## src/rtl/txfill_pkg.sv

```systemverilog
package txfill_pkg;

    typedef enum logic [1:0] {
        REG_STAT = 2'd0,
        REG_DATA = 2'd1,
        REG_CMD  = 2'd2
    } reg_sel_e;

    typedef enum logic [2:0] {
        S_IDLE,
        S_SCAN,
        S_CHKQ,
        S_RDST,
        S_WAIT,
        S_WRDAT,
        S_WROFF,
        S_NEXT
    } fill_state_e;

    localparam logic [7:0] CMD_TX_OFF = 8'h08;
    localparam int         TXRDY_BIT  = 2;

endpackage

```

## src/rtl/txfill_qbank.sv

```systemverilog
module txfill_qbank #(
    parameter int NCH   = 4,
    parameter int DEPTH = 16,
    parameter int DW    = 8,
    localparam int CW   = $clog2(NCH),
    localparam int AW   = $clog2(DEPTH)
) (
    input  logic          clk,
    input  logic          rst_n,
    input  logic          wr,
    input  logic [CW-1:0] wr_ch,
    input  logic [DW-1:0] wr_data,
    output logic          reject,
    input  logic          pop,
    input  logic [CW-1:0] head_ch,
    output logic [DW-1:0] head_data,
    output logic          head_empty
);

    logic [NCH-1:0]         full_v;
    logic [NCH-1:0]         empty_v;
    logic [NCH-1:0][DW-1:0] head_v;

    for (genvar g = 0; g < NCH; g++) begin : g_q
        logic [DW-1:0] mem [DEPTH];
        logic [AW:0]   wp;
        logic [AW:0]   rp;
        logic          push_g;
        logic          pop_g;

        assign empty_v[g] = (wp == rp);
        assign full_v[g]  = (wp[AW] != rp[AW]) && (wp[AW-1:0] == rp[AW-1:0]);
        assign head_v[g]  = mem[rp[AW-1:0]];
        assign push_g     = wr && (wr_ch == CW'(g)) && !full_v[g];
        assign pop_g      = pop && (head_ch == CW'(g)) && !empty_v[g];

        always_ff @(posedge clk or negedge rst_n) begin
            if (!rst_n) begin
                wp <= '0;
                rp <= '0;
            end else begin
                if (push_g) wp <= wp + 1'b1;
                if (pop_g)  rp <= rp + 1'b1;
            end
        end

        always_ff @(posedge clk) begin
            if (push_g) mem[wp[AW-1:0]] <= wr_data;
        end
    end

    assign reject     = wr && full_v[wr_ch];
    assign head_data  = head_v[head_ch];
    assign head_empty = empty_v[head_ch];

endmodule

```

## src/rtl/txfill_downreg.sv

```systemverilog
module txfill_downreg #(
    parameter int NCH = 4
) (
    input  logic           clk,
    input  logic           rst_n,
    input  logic [NCH-1:0] set_eng,
    input  logic [NCH-1:0] set_prod,
    input  logic [NCH-1:0] clr_prod,
    output logic [NCH-1:0] down
);

    always_ff @(posedge clk or negedge rst_n) begin
        if (!rst_n) down <= '0;
        else        down <= (down | set_eng | set_prod) & ~clr_prod;
    end

endmodule

```

## src/rtl/txfill_fsm.sv

```systemverilog
module txfill_fsm
    import txfill_pkg::*;
#(
    parameter int NCH = 4,
    parameter int DW  = 8,
    localparam int CW = $clog2(NCH)
) (
    input  logic           clk,
    input  logic           rst_n,
    input  logic           svc_req,
    input  logic [NCH-1:0] req_nib,
    input  logic           head_empty,
    input  logic [DW-1:0]  head_data,
    input  logic [DW-1:0]  bus_rdata,
    output logic [CW-1:0]  cur_ch,
    output logic           pop,
    output logic           bus_rd,
    output logic           bus_wr,
    output logic [1:0]     bus_reg,
    output logic [DW-1:0]  bus_wdata,
    output logic [NCH-1:0] set_down,
    output logic           busy
);

    fill_state_e    state, nxt;
    logic [NCH-1:0] pend;
    logic [CW-1:0]  ch;

    always_ff @(posedge clk or negedge rst_n) begin
        if (!rst_n) state <= S_IDLE;
        else        state <= nxt;
    end

    always_ff @(posedge clk or negedge rst_n) begin
        if (!rst_n) begin
            pend <= '0;
            ch   <= '0;
        end else if (state == S_IDLE && svc_req && |req_nib) begin
            pend <= req_nib;
            ch   <= CW'(NCH - 1);
        end else if (state == S_NEXT) begin
            pend <= pend << 1;
            if (ch != '0) ch <= ch - 1'b1;
        end
    end

    always_comb begin
        nxt = state;
        unique case (state)
            S_IDLE:  if (svc_req && |req_nib) nxt = S_SCAN;
            S_SCAN:  nxt = pend[NCH-1] ? S_CHKQ : S_NEXT;
            S_CHKQ:  nxt = head_empty ? S_WROFF : S_RDST;
            S_RDST:  nxt = S_WAIT;
            S_WAIT:  nxt = bus_rdata[TXRDY_BIT] ? S_WRDAT : S_NEXT;
            S_WRDAT: nxt = S_CHKQ;
            S_WROFF: nxt = S_NEXT;
            S_NEXT:  nxt = (ch == '0) ? S_IDLE : S_SCAN;
            default: nxt = S_IDLE;
        endcase
    end

    always_comb begin
        bus_rd    = 1'b0;
        bus_wr    = 1'b0;
        bus_reg   = REG_STAT;
        bus_wdata = '0;
        pop       = 1'b0;
        set_down  = '0;
        unique case (state)
            S_RDST: begin
                bus_rd  = 1'b1;
                bus_reg = REG_STAT;
            end
            S_WRDAT: begin
                bus_wr    = 1'b1;
                bus_reg   = REG_DATA;
                bus_wdata = head_data;
                pop       = 1'b1;
            end
            S_WROFF: begin
                bus_wr       = 1'b1;
                bus_reg      = REG_CMD;
                bus_wdata    = DW'(CMD_TX_OFF);
                set_down[ch] = 1'b1;
            end
            default: ;
        endcase
    end

    assign busy   = (state != S_IDLE);
    assign cur_ch = ch;

endmodule

```

## src/rtl/txfill_engine.sv

```systemverilog
module txfill_engine #(
    parameter int NCH   = 4,
    parameter int DEPTH = 16,
    parameter int DW    = 8,
    localparam int CW   = $clog2(NCH)
) (
    input  logic           clk,
    input  logic           rst_n,
    input  logic           svc_req,
    input  logic [2*NCH-1:0] irq_vec,
    output logic           busy,
    output logic           bus_rd,
    output logic           bus_wr,
    output logic [1:0]     bus_reg,
    output logic [CW-1:0]  bus_ch,
    output logic [DW-1:0]  bus_wdata,
    input  logic [DW-1:0]  bus_rdata,
    input  logic           q_wr,
    input  logic [CW-1:0]  q_ch,
    input  logic [DW-1:0]  q_data,
    output logic           q_reject,
    input  logic [NCH-1:0] down_set,
    input  logic [NCH-1:0] down_clr,
    output logic [NCH-1:0] tx_down
);

    logic [CW-1:0]  cur_ch;
    logic           pop;
    logic           head_empty;
    logic [DW-1:0]  head_data;
    logic [NCH-1:0] set_eng;

    txfill_qbank #(.NCH(NCH), .DEPTH(DEPTH), .DW(DW)) u_qbank (
        .clk        (clk),
        .rst_n      (rst_n),
        .wr         (q_wr),
        .wr_ch      (q_ch),
        .wr_data    (q_data),
        .reject     (q_reject),
        .pop        (pop),
        .head_ch    (cur_ch),
        .head_data  (head_data),
        .head_empty (head_empty)
    );

    txfill_fsm #(.NCH(NCH), .DW(DW)) u_fsm (
        .clk        (clk),
        .rst_n      (rst_n),
        .svc_req    (svc_req),
        .req_nib    (irq_vec[2*NCH-1:NCH]),
        .head_empty (head_empty),
        .head_data  (head_data),
        .bus_rdata  (bus_rdata),
        .cur_ch     (cur_ch),
        .pop        (pop),
        .bus_rd     (bus_rd),
        .bus_wr     (bus_wr),
        .bus_reg    (bus_reg),
        .bus_wdata  (bus_wdata),
        .set_down   (set_eng),
        .busy       (busy)
    );

    txfill_downreg #(.NCH(NCH)) u_down (
        .clk      (clk),
        .rst_n    (rst_n),
        .set_eng  (set_eng),
        .set_prod (down_set),
        .clr_prod (down_clr),
        .down     (tx_down)
    );

    assign bus_ch = cur_ch;

endmodule

```

## config.mk

```make
export PLATFORM = sky130hd
export DESIGN_NAME = txfill_engine
export DESIGN_NICKNAME = d
export VERILOG_FILES = /design/src/rtl/txfill_pkg.sv /design/src/rtl/txfill_qbank.sv /design/src/rtl/txfill_downreg.sv /design/src/rtl/txfill_fsm.sv /design/src/rtl/txfill_engine.sv
export SDC_FILE = /design/constraint.sdc
export NUM_CORES = 1
export LEC_CHECK = 0
export BUFFER_PORTS_ARGS = -buffer_cell sky130_fd_sc_hd__buf_2
export CORE_UTILIZATION = 30
export DETAILED_ROUTE_END_ITERATION = 16
export SYNTH_ARGS = -nofsm -noshare
export SYNTH_HDL_FRONTEND = slang
export SYNTH_SLANG_ARGS = --single-unit
export TNS_END_PERCENT = 100
```

## constraint.sdc

```tcl
create_clock -name clk -period 3.69 [get_ports clk]
set_input_delay 0.369 -clock clk [delete_from_list [all_inputs] [get_ports clk]]
set_output_delay 0.369 -clock clk [all_outputs]
set_load 0.02 [all_outputs]
```

Word-level counts from Yosys, hierarchy flattened
Memories as Yosys holds them, arrays and structs flattened.
Index checks and enable logic that the tools add are counted.
Cells by class
  mux-type cells: 33
  divide/modulo/power cells: 0
  bitwise operators: 4
  order comparisons: 3
  shifts and indexed selects: 0
  add/subtract/negate cells: 9
  reduce and logical (&&, ||, !) cells: 43
  multiply operators: 0
  equal/unequal tests: 26
Operators with widths (number)
  5-bit by 1-bit adder with 5-bit output (second input constant): 8
  1-bit logical AND: 25
  3-bit one-hot mux with 8 select lines: 1
  5-bit == test: 4
  8-bit binary-select mux with 2-bit select: 1
  4-bit == test: 4
  8-bit one-hot mux with 2 select lines: 1
  1-bit 2-to-1 mux: 15
  3-bit == test (second input constant): 4
  4-bit 2-to-1 mux: 3
  3-bit 2-to-1 mux: 3
  2-bit == test (second input constant): 4
  1-bit zero test: 8
  2-bit 2-to-1 mux: 4
  8-bit 2-to-1 mux: 1
  4-bit OR: 2
  3-bit by 2-bit == test with 1-bit output (second input constant): 2
  2-bit by 3-bit less-than comparator with 1-bit output (second input constant): 2
  2-bit nonzero test: 3
  4-bit AND: 1
  1-bit binary-select mux with 2-bit select: 2
  2-bit by 1-bit == test with 1-bit output (second input constant): 2
  2-bit zero test: 2
  1-bit inequality test: 4
  other kinds (12): 12
Storage, ports and cells
  latch bits: 0
  memory bits (read-only): 0
  output and inout port bits: 20
  RAM bits: 512
  logic and storage cells: 134
  memories kept: 4
  register bits after elaboration: 53
  input port bits: 38
Memories
  u_qbank.g_q[0].mem: words 16, bits a word 8, rd ports 1, clocked after Yosys merged registers in 0, wr ports 1, RTL line txfill_qbank.sv:25  | logic [DW-1:0] mem [DEPTH];
  u_qbank.g_q[1].mem: words 16, bits a word 8, rd ports 1, clocked after Yosys merged registers in 0, wr ports 1, RTL line txfill_qbank.sv:25
  u_qbank.g_q[2].mem: words 16, bits a word 8, rd ports 1, clocked after Yosys merged registers in 0, wr ports 1, RTL line txfill_qbank.sv:25
  u_qbank.g_q[3].mem: words 16, bits a word 8, rd ports 1, clocked after Yosys merged registers in 0, wr ports 1, RTL line txfill_qbank.sv:25

Depth between registers and ports, before layout
  depth in word-level cells: 8
  depth in mapped cells: 8
  mapped depth without buffers: 6

By module
Synthesis repeated with hierarchy kept, for this count alone.
Unflattened totals
  cells, all modules: 1182
  area total of the unflattened synthesis: 22989.5 sq um
Modules (own cells, without submodules)
  txfill_qbank: area each 22198.8 sq um, instances 1, cells each 1097
  txfill_fsm: area each 655.6 sq um, instances 1, cells each 73
  txfill_downreg: area each 135.1 sq um, instances 1, cells each 12

Least setup slack after synthesis
OpenSTA, ideal clock, no wires.
  path kind: reg2reg
  start point: register u_qbank.g_q[1].rp[1]
  end point: memory u_qbank.g_q[1].mem[0][0] (enable)
  setup slack: 1010 ps
  setup time: 395 ps
  buffers on the path: 2
  cell stages (with the launch flop): 7
  arrival time: 2285 ps
  data required time: 3295 ps
  path through: dfrtp_1 > buf_2 > xor2_1 > nor4_1 > a211oi_2 > buf_2 > nor4bb_1
Between the ends
  longest elaborated chain between the ends: 6
Ends and longest elaborated chain
  from (decl): RTL line txfill_qbank.sv:27  | logic [AW:0] rp;
  from (signal assigned): RTL line txfill_qbank.sv:43  | if (pop_g) rp <= rp + 1'b1;
  4-bit == test: RTL line txfill_qbank.sv:32  | assign full_v[g] = (wp[AW] != rp[AW]) && (wp[AW-1:0] == rp[AW-1:0]);
  1-bit logical AND: RTL line txfill_qbank.sv:32
  1-bit zero test: RTL line txfill_qbank.sv:34  | assign push_g = wr && (wr_ch == CW'(g)) && !full_v[g];
  1-bit logical AND: RTL line txfill_qbank.sv:34
  1-bit 2-to-1 mux: RTL line txfill_qbank.sv:48  | if (push_g) mem[wp[AW-1:0]] <= wr_data;
  1-bit 2-to-1 mux (not written as such): RTL line txfill_qbank.sv:48
  to (decl): RTL line txfill_qbank.sv:25
Every way passes these cells.

Worst setup path after layout
  start point: register u_qbank.g_q[0].rp[0]
  end point: output bus_wdata[2]
Between the ends
  longest elaborated chain between the ends: 4
Ends and longest elaborated chain
  from (decl): RTL line txfill_qbank.sv:27
  from (signal assigned): RTL line txfill_qbank.sv:43
  memory read 16 x 8 bit
  8-bit binary-select mux with 2-bit select: RTL line txfill_qbank.sv:53  | assign head_data = head_v[head_ch];
  8-bit 2-to-1 mux (not written as such): RTL line txfill_qbank.sv:53
  8-bit one-hot mux with 2 select lines: RTL line txfill_fsm.sv:69  | unique case (state)
  to (decl): RTL line txfill_engine.sv:16  | output logic [DW-1:0] bus_wdata,
Every way passes these cells. The select of a mux whose other input is x is not followed.

==> impl_summary.md <==
Outcome
The run finished with clean final reports.

Timing
The max-slew violation total from the final report is 0. The period utilization is 0.963. The worst hold slack is 0.178 ns. The number of setup violations in the final report is 0. The worst-case clock skew is 0.0487 ns.

The final-layout setup total negative slack is 0 ns. Headroom to the max-slew limit came out at 0.268. The maximum operating frequency is 281 MHz.

At the pin with the least slew margin, the transition time is 1.10 ns. After layout, the minimum clock period comes to 3.55 ns. The number of hold violations in the final report is 0.

Setup repair after global routing left no endpoint under its margin. The setup slack of the critical path after layout is 0.136 ns.

Detailed routing
The number of remaining DRC errors is 0. The routed layout has 11293 vias. The number of violations reported at the end of detailed-routing iteration 0 is 1055. Dividing the detail-routed via count by the number of cells gives 4.83. The aggregate routed wire length is 52000 µm. The first-pass detailed-route iteration total is 5. The count of nets left with antenna violations once routing finished came out at 0. The average wire per standard cell is 22.2 µm.

CTS
The longest clock path from root to sink contains 3 buffers. For the worst-skew pair, the clock arrives at the later sink with an insertion delay of 0.63 ns. The CTS root buffer is clkbuf_16.

The number of buffers added by the clock tree synthesis step is 56. The post-CTS clock slew at the launch and capture registers of the worst setup and hold paths is 0.06 ns. The number of H-tree levels is 2. TritonCTS built the clock tree. Counting every sink on the clock net gives 565.

Yosys
Of the synthesized area, sequential elements account for 0.722. The average cell area after synthesis is 20.3 µm². In this run, synthesis produced a sequential element count of 565. The cell count after synthesis came out at 1143. The dominant register cell in the synthesized netlist is edfxtp_1. Yosys mapped a number of flops with a built-in enable equal to 512. The number of nets in the synthesized netlist is 1205.

The yosys synthesis warning count is 0. The distinct cell type count after synthesis is 57. In this run the cell area of the synthesized design comes to 23100 µm².

Of all flip-flops after synthesis, the portion carrying an async set or reset was 0.0938.

Global routing
Entering global routing, the biggest net connects 65 pins. The aggregate global routing overflow is 0. For this run, the total global-route usage over all layers was measured as 0.133.

The via count of the first global-routing pass is 11464. The number of antenna violations at the first check in global routing is 7. The first-pass GRT wire length is 76600 µm.

Final layout
The area growth from synthesis to layout is 16.0%. The final net count is 1322. The layout has 7030 filler cells. The count of non-filler cells in the finished layout is 2338.

The share of layout cells above drive strength 1 is 0.279.

Floorplan
The die height is 280 µm. The horizontal die dimension is 280 µm. The floorplan step defined a die boundary enclosing 78300 µm². The starting density of the core is 0.304. In this run the count of I/O pins placed on the die edge is 58. The floorplan has 101 rows. After floorplanning, the core was sized to cover 76200 µm².

Power and ir drop
For this design the ratio of total power to cell area is 677 nW/µm². IR analysis of the VDD net gives a maximum drop of 0.363 mV. The design draws 18200 µW.

The leakage power is 0.00893 µW.

Setup path
STA puts the critical path data required time at 3.32 ns. The type of origin of the critical path is a flop. For the worst flop-to-flop path, the logic depth is 6. Along the worst path, the maximum fanout reaches 16. The worst setup path is of the reg2out kind. The kind of capture point of the worst setup path is an output pin.

For the worst setup path, the data arrival time is 3.19 ns.

Placement
The count of buffers from port buffering is 46. At the end of routability-driven placement, the weighted congestion stood at 0.779. The detailed placement HPWL is 33600 µm. Timing analysis after detailed placement gives a worst setup slack of 0.525 ns.

The number of placed instances with taps included is 2213.

Min path
The cell depth of the worst min-delay path is 4. In this run the worst hold path is classified as in2reg.

Job
The total of max-cap violations is 0.
flip-flops by register name, indices dropped and copies added (netlist names):
register and cells:
u_down.down 4, u_fsm.cur_ch 2, u_fsm.pend 4, u_fsm.state 3, u_qbank.g_q.mem 512, u_qbank.g_q.rp 20, u_qbank.g_q.wp 20
report_power, final:
group	total (µW)	leakage (µW)	switching, µW	internal [µW]
logic	4540	0.00273	2400	2140
registers	7880	0.00527	532	7350
clock network	5760	0.000924	2470	3290
worst paths after layout:
kind	from	to	slack (ns)
worst max-delay path	u_qbank.g_q[0].rp[0]	bus_wdata[2]	0.14
worst min-delay path	bus_rdata[2]	u_fsm.state[1]	0.18
worst max register to register	u_qbank.g_q[2].wp[2]	u_qbank.g_q[2].mem[5][5]	0.79
worst min register to register	u_qbank.g_q[1].wp[4]	u_qbank.g_q[1].wp[4]	0.49
max in group asynchronous	rst_n	u_qbank.g_q[2].rp[0]	2.52
min in group asynchronous	rst_n	u_down.down[0]	0.40
layout make-up:
class | count | area, µm² | area share
sequential | 565 | 16700 | 0.622
timing repair buffer | 125 | 897 | 0.0334
inverter | 18 | 67.6 | 0.00252
multi-input combinational | 494 | 6010 | 0.224
antenna | 1 | 2.50 | 0.0000932
clock buffer | 67 | 1510 | 0.0563
tap | 1030 | 1290 | 0.0480
clock inverter | 38 | 362 | 0.0135
kinds of logic after synthesis:
kind of cell / Yosys count / synth area share
adder cells (fa/ha/maj): 24 / 0.0130
XOR/XNOR: 55 / 0.0208
AND/OR/NAND/NOR: 179 / 0.0466
AO/OA/AOI/OAI: 59 / 0.0186
multiplexers: 177 / 0.160
buffers and inverters: 84 / 0.0196
flip-flops: 565 / 0.722
cell usage in the layout, fill, tap and decap left out, types with 5 or more instances in the layout:
master | netlist | final
and4_1 | 16 | 16
and3_1 | 26 | 26
inv_1 | 16 | 16
clkinv_1 | 2 | 15
buf_2 | 26 | 46
and4b_1 | 9 | 9
nor2b_1 | 7 | 7
dfrtp_1 | 53 | 46
nor3_1 | 6 | 6
nand2_1 | 46 | 46
mux2i_1 | 18 | 18
nand3_1 | 12 | 12
nor4bb_1 | 8 | 8
nor3b_1 | 8 | 8
mux4_2 | 135 | 135
ha_1 | 24 | 24
a21oi_1 | 9 | 9
clkinv_2 | 0 | 12
buf_4 | 4 | 62
o211ai_1 | 5 | 5
dlygate4sd3_1 | 0 | 13
edfxtp_1 | 512 | 512
a22oi_1 | 8 | 7
xnor2_1 | 23 | 23
mux4_1 | 14 | 14
nor2_1 | 16 | 16
nand4_1 | 5 | 5
a211oi_1 | 6 | 6
bufinv_16 | 0 | 5
clkbuf_16 | 0 | 56
xor2_1 | 32 | 32
clkbuf_8 | 0 | 7
o21ai_0 | 10 | 10
mux2_2 | 10 | 10
and2_1 | 7 | 7
cells in the mapped netlist, drive strengths merged, types with 2 or more instances:
cell,number,area [µm²]
edfxtp,512,15400
mux4,149,3410
dfrtp,53,1330
nand2,46,173
buf,43,294
xor2,32,280
and3,26,163
ha,24,300
clkbuf,23,92.6
xnor2,23,201
mux2i,18,180
and4,16,140
inv,16,60.1
nor2,16,60.1
nand3,12,60.1
o21ai,12,60.1
mux2,10,113
a21oi,9,45.0
and4b,9,90.1
a22oi,8,60.1
nor3b,8,60.1
nor4bb,8,80.1
a211oi,7,57.6
and2,7,43.8
nor2b,7,43.8
nor3,6,30.0
nand4,5,31.3
o211ai,5,37.5
nor4,4,37.5
o22ai,4,25.0
a31oi,3,18.8
a32oi,3,26.3
clkinv,2,7.51
nand3b,2,15.0
o221a,2,22.5
or3,2,12.5
metal layers:
layer  share of wire  GRT usage  wire [µm]
met1            0.45      0.189      23400
met5          0.0012          0         63
met3           0.066     0.0316       3450
met2            0.46      0.205      24100
met4           0.019     0.0360        992
critical path, stage by stage, from the launching register on:
cell and delay [ns]:
dfrtp_4 0.59, buf_12 0.22, mux4_1 0.63, mux4_2 0.55, a32oi_1 0.20, nand3_1 0.18
buf_2 0.21
through the flow:
step | area, µm² | utilization
2_1_floorplan | 23100 | -
3_3_place_gp | 24800 | 0.325
3_5_place_dp | 24800 | 0.325
4_1_cts | 26800 | 0.352
5_1_grt | 26900 | 0.352
6_report | 26900 | 0.352
what timing repair did:
item | CTS | global route
endpoints found under the hold margin | 36 | 0
buffers inserted | 0 | 6
endpoints found under the setup margin | 6 | 6
hold buffers | 13 | 0
gates cloned | 0 | 0
gates resized for setup | 4 | 6
Note: power is estimated with default switching activity, not from simulation.
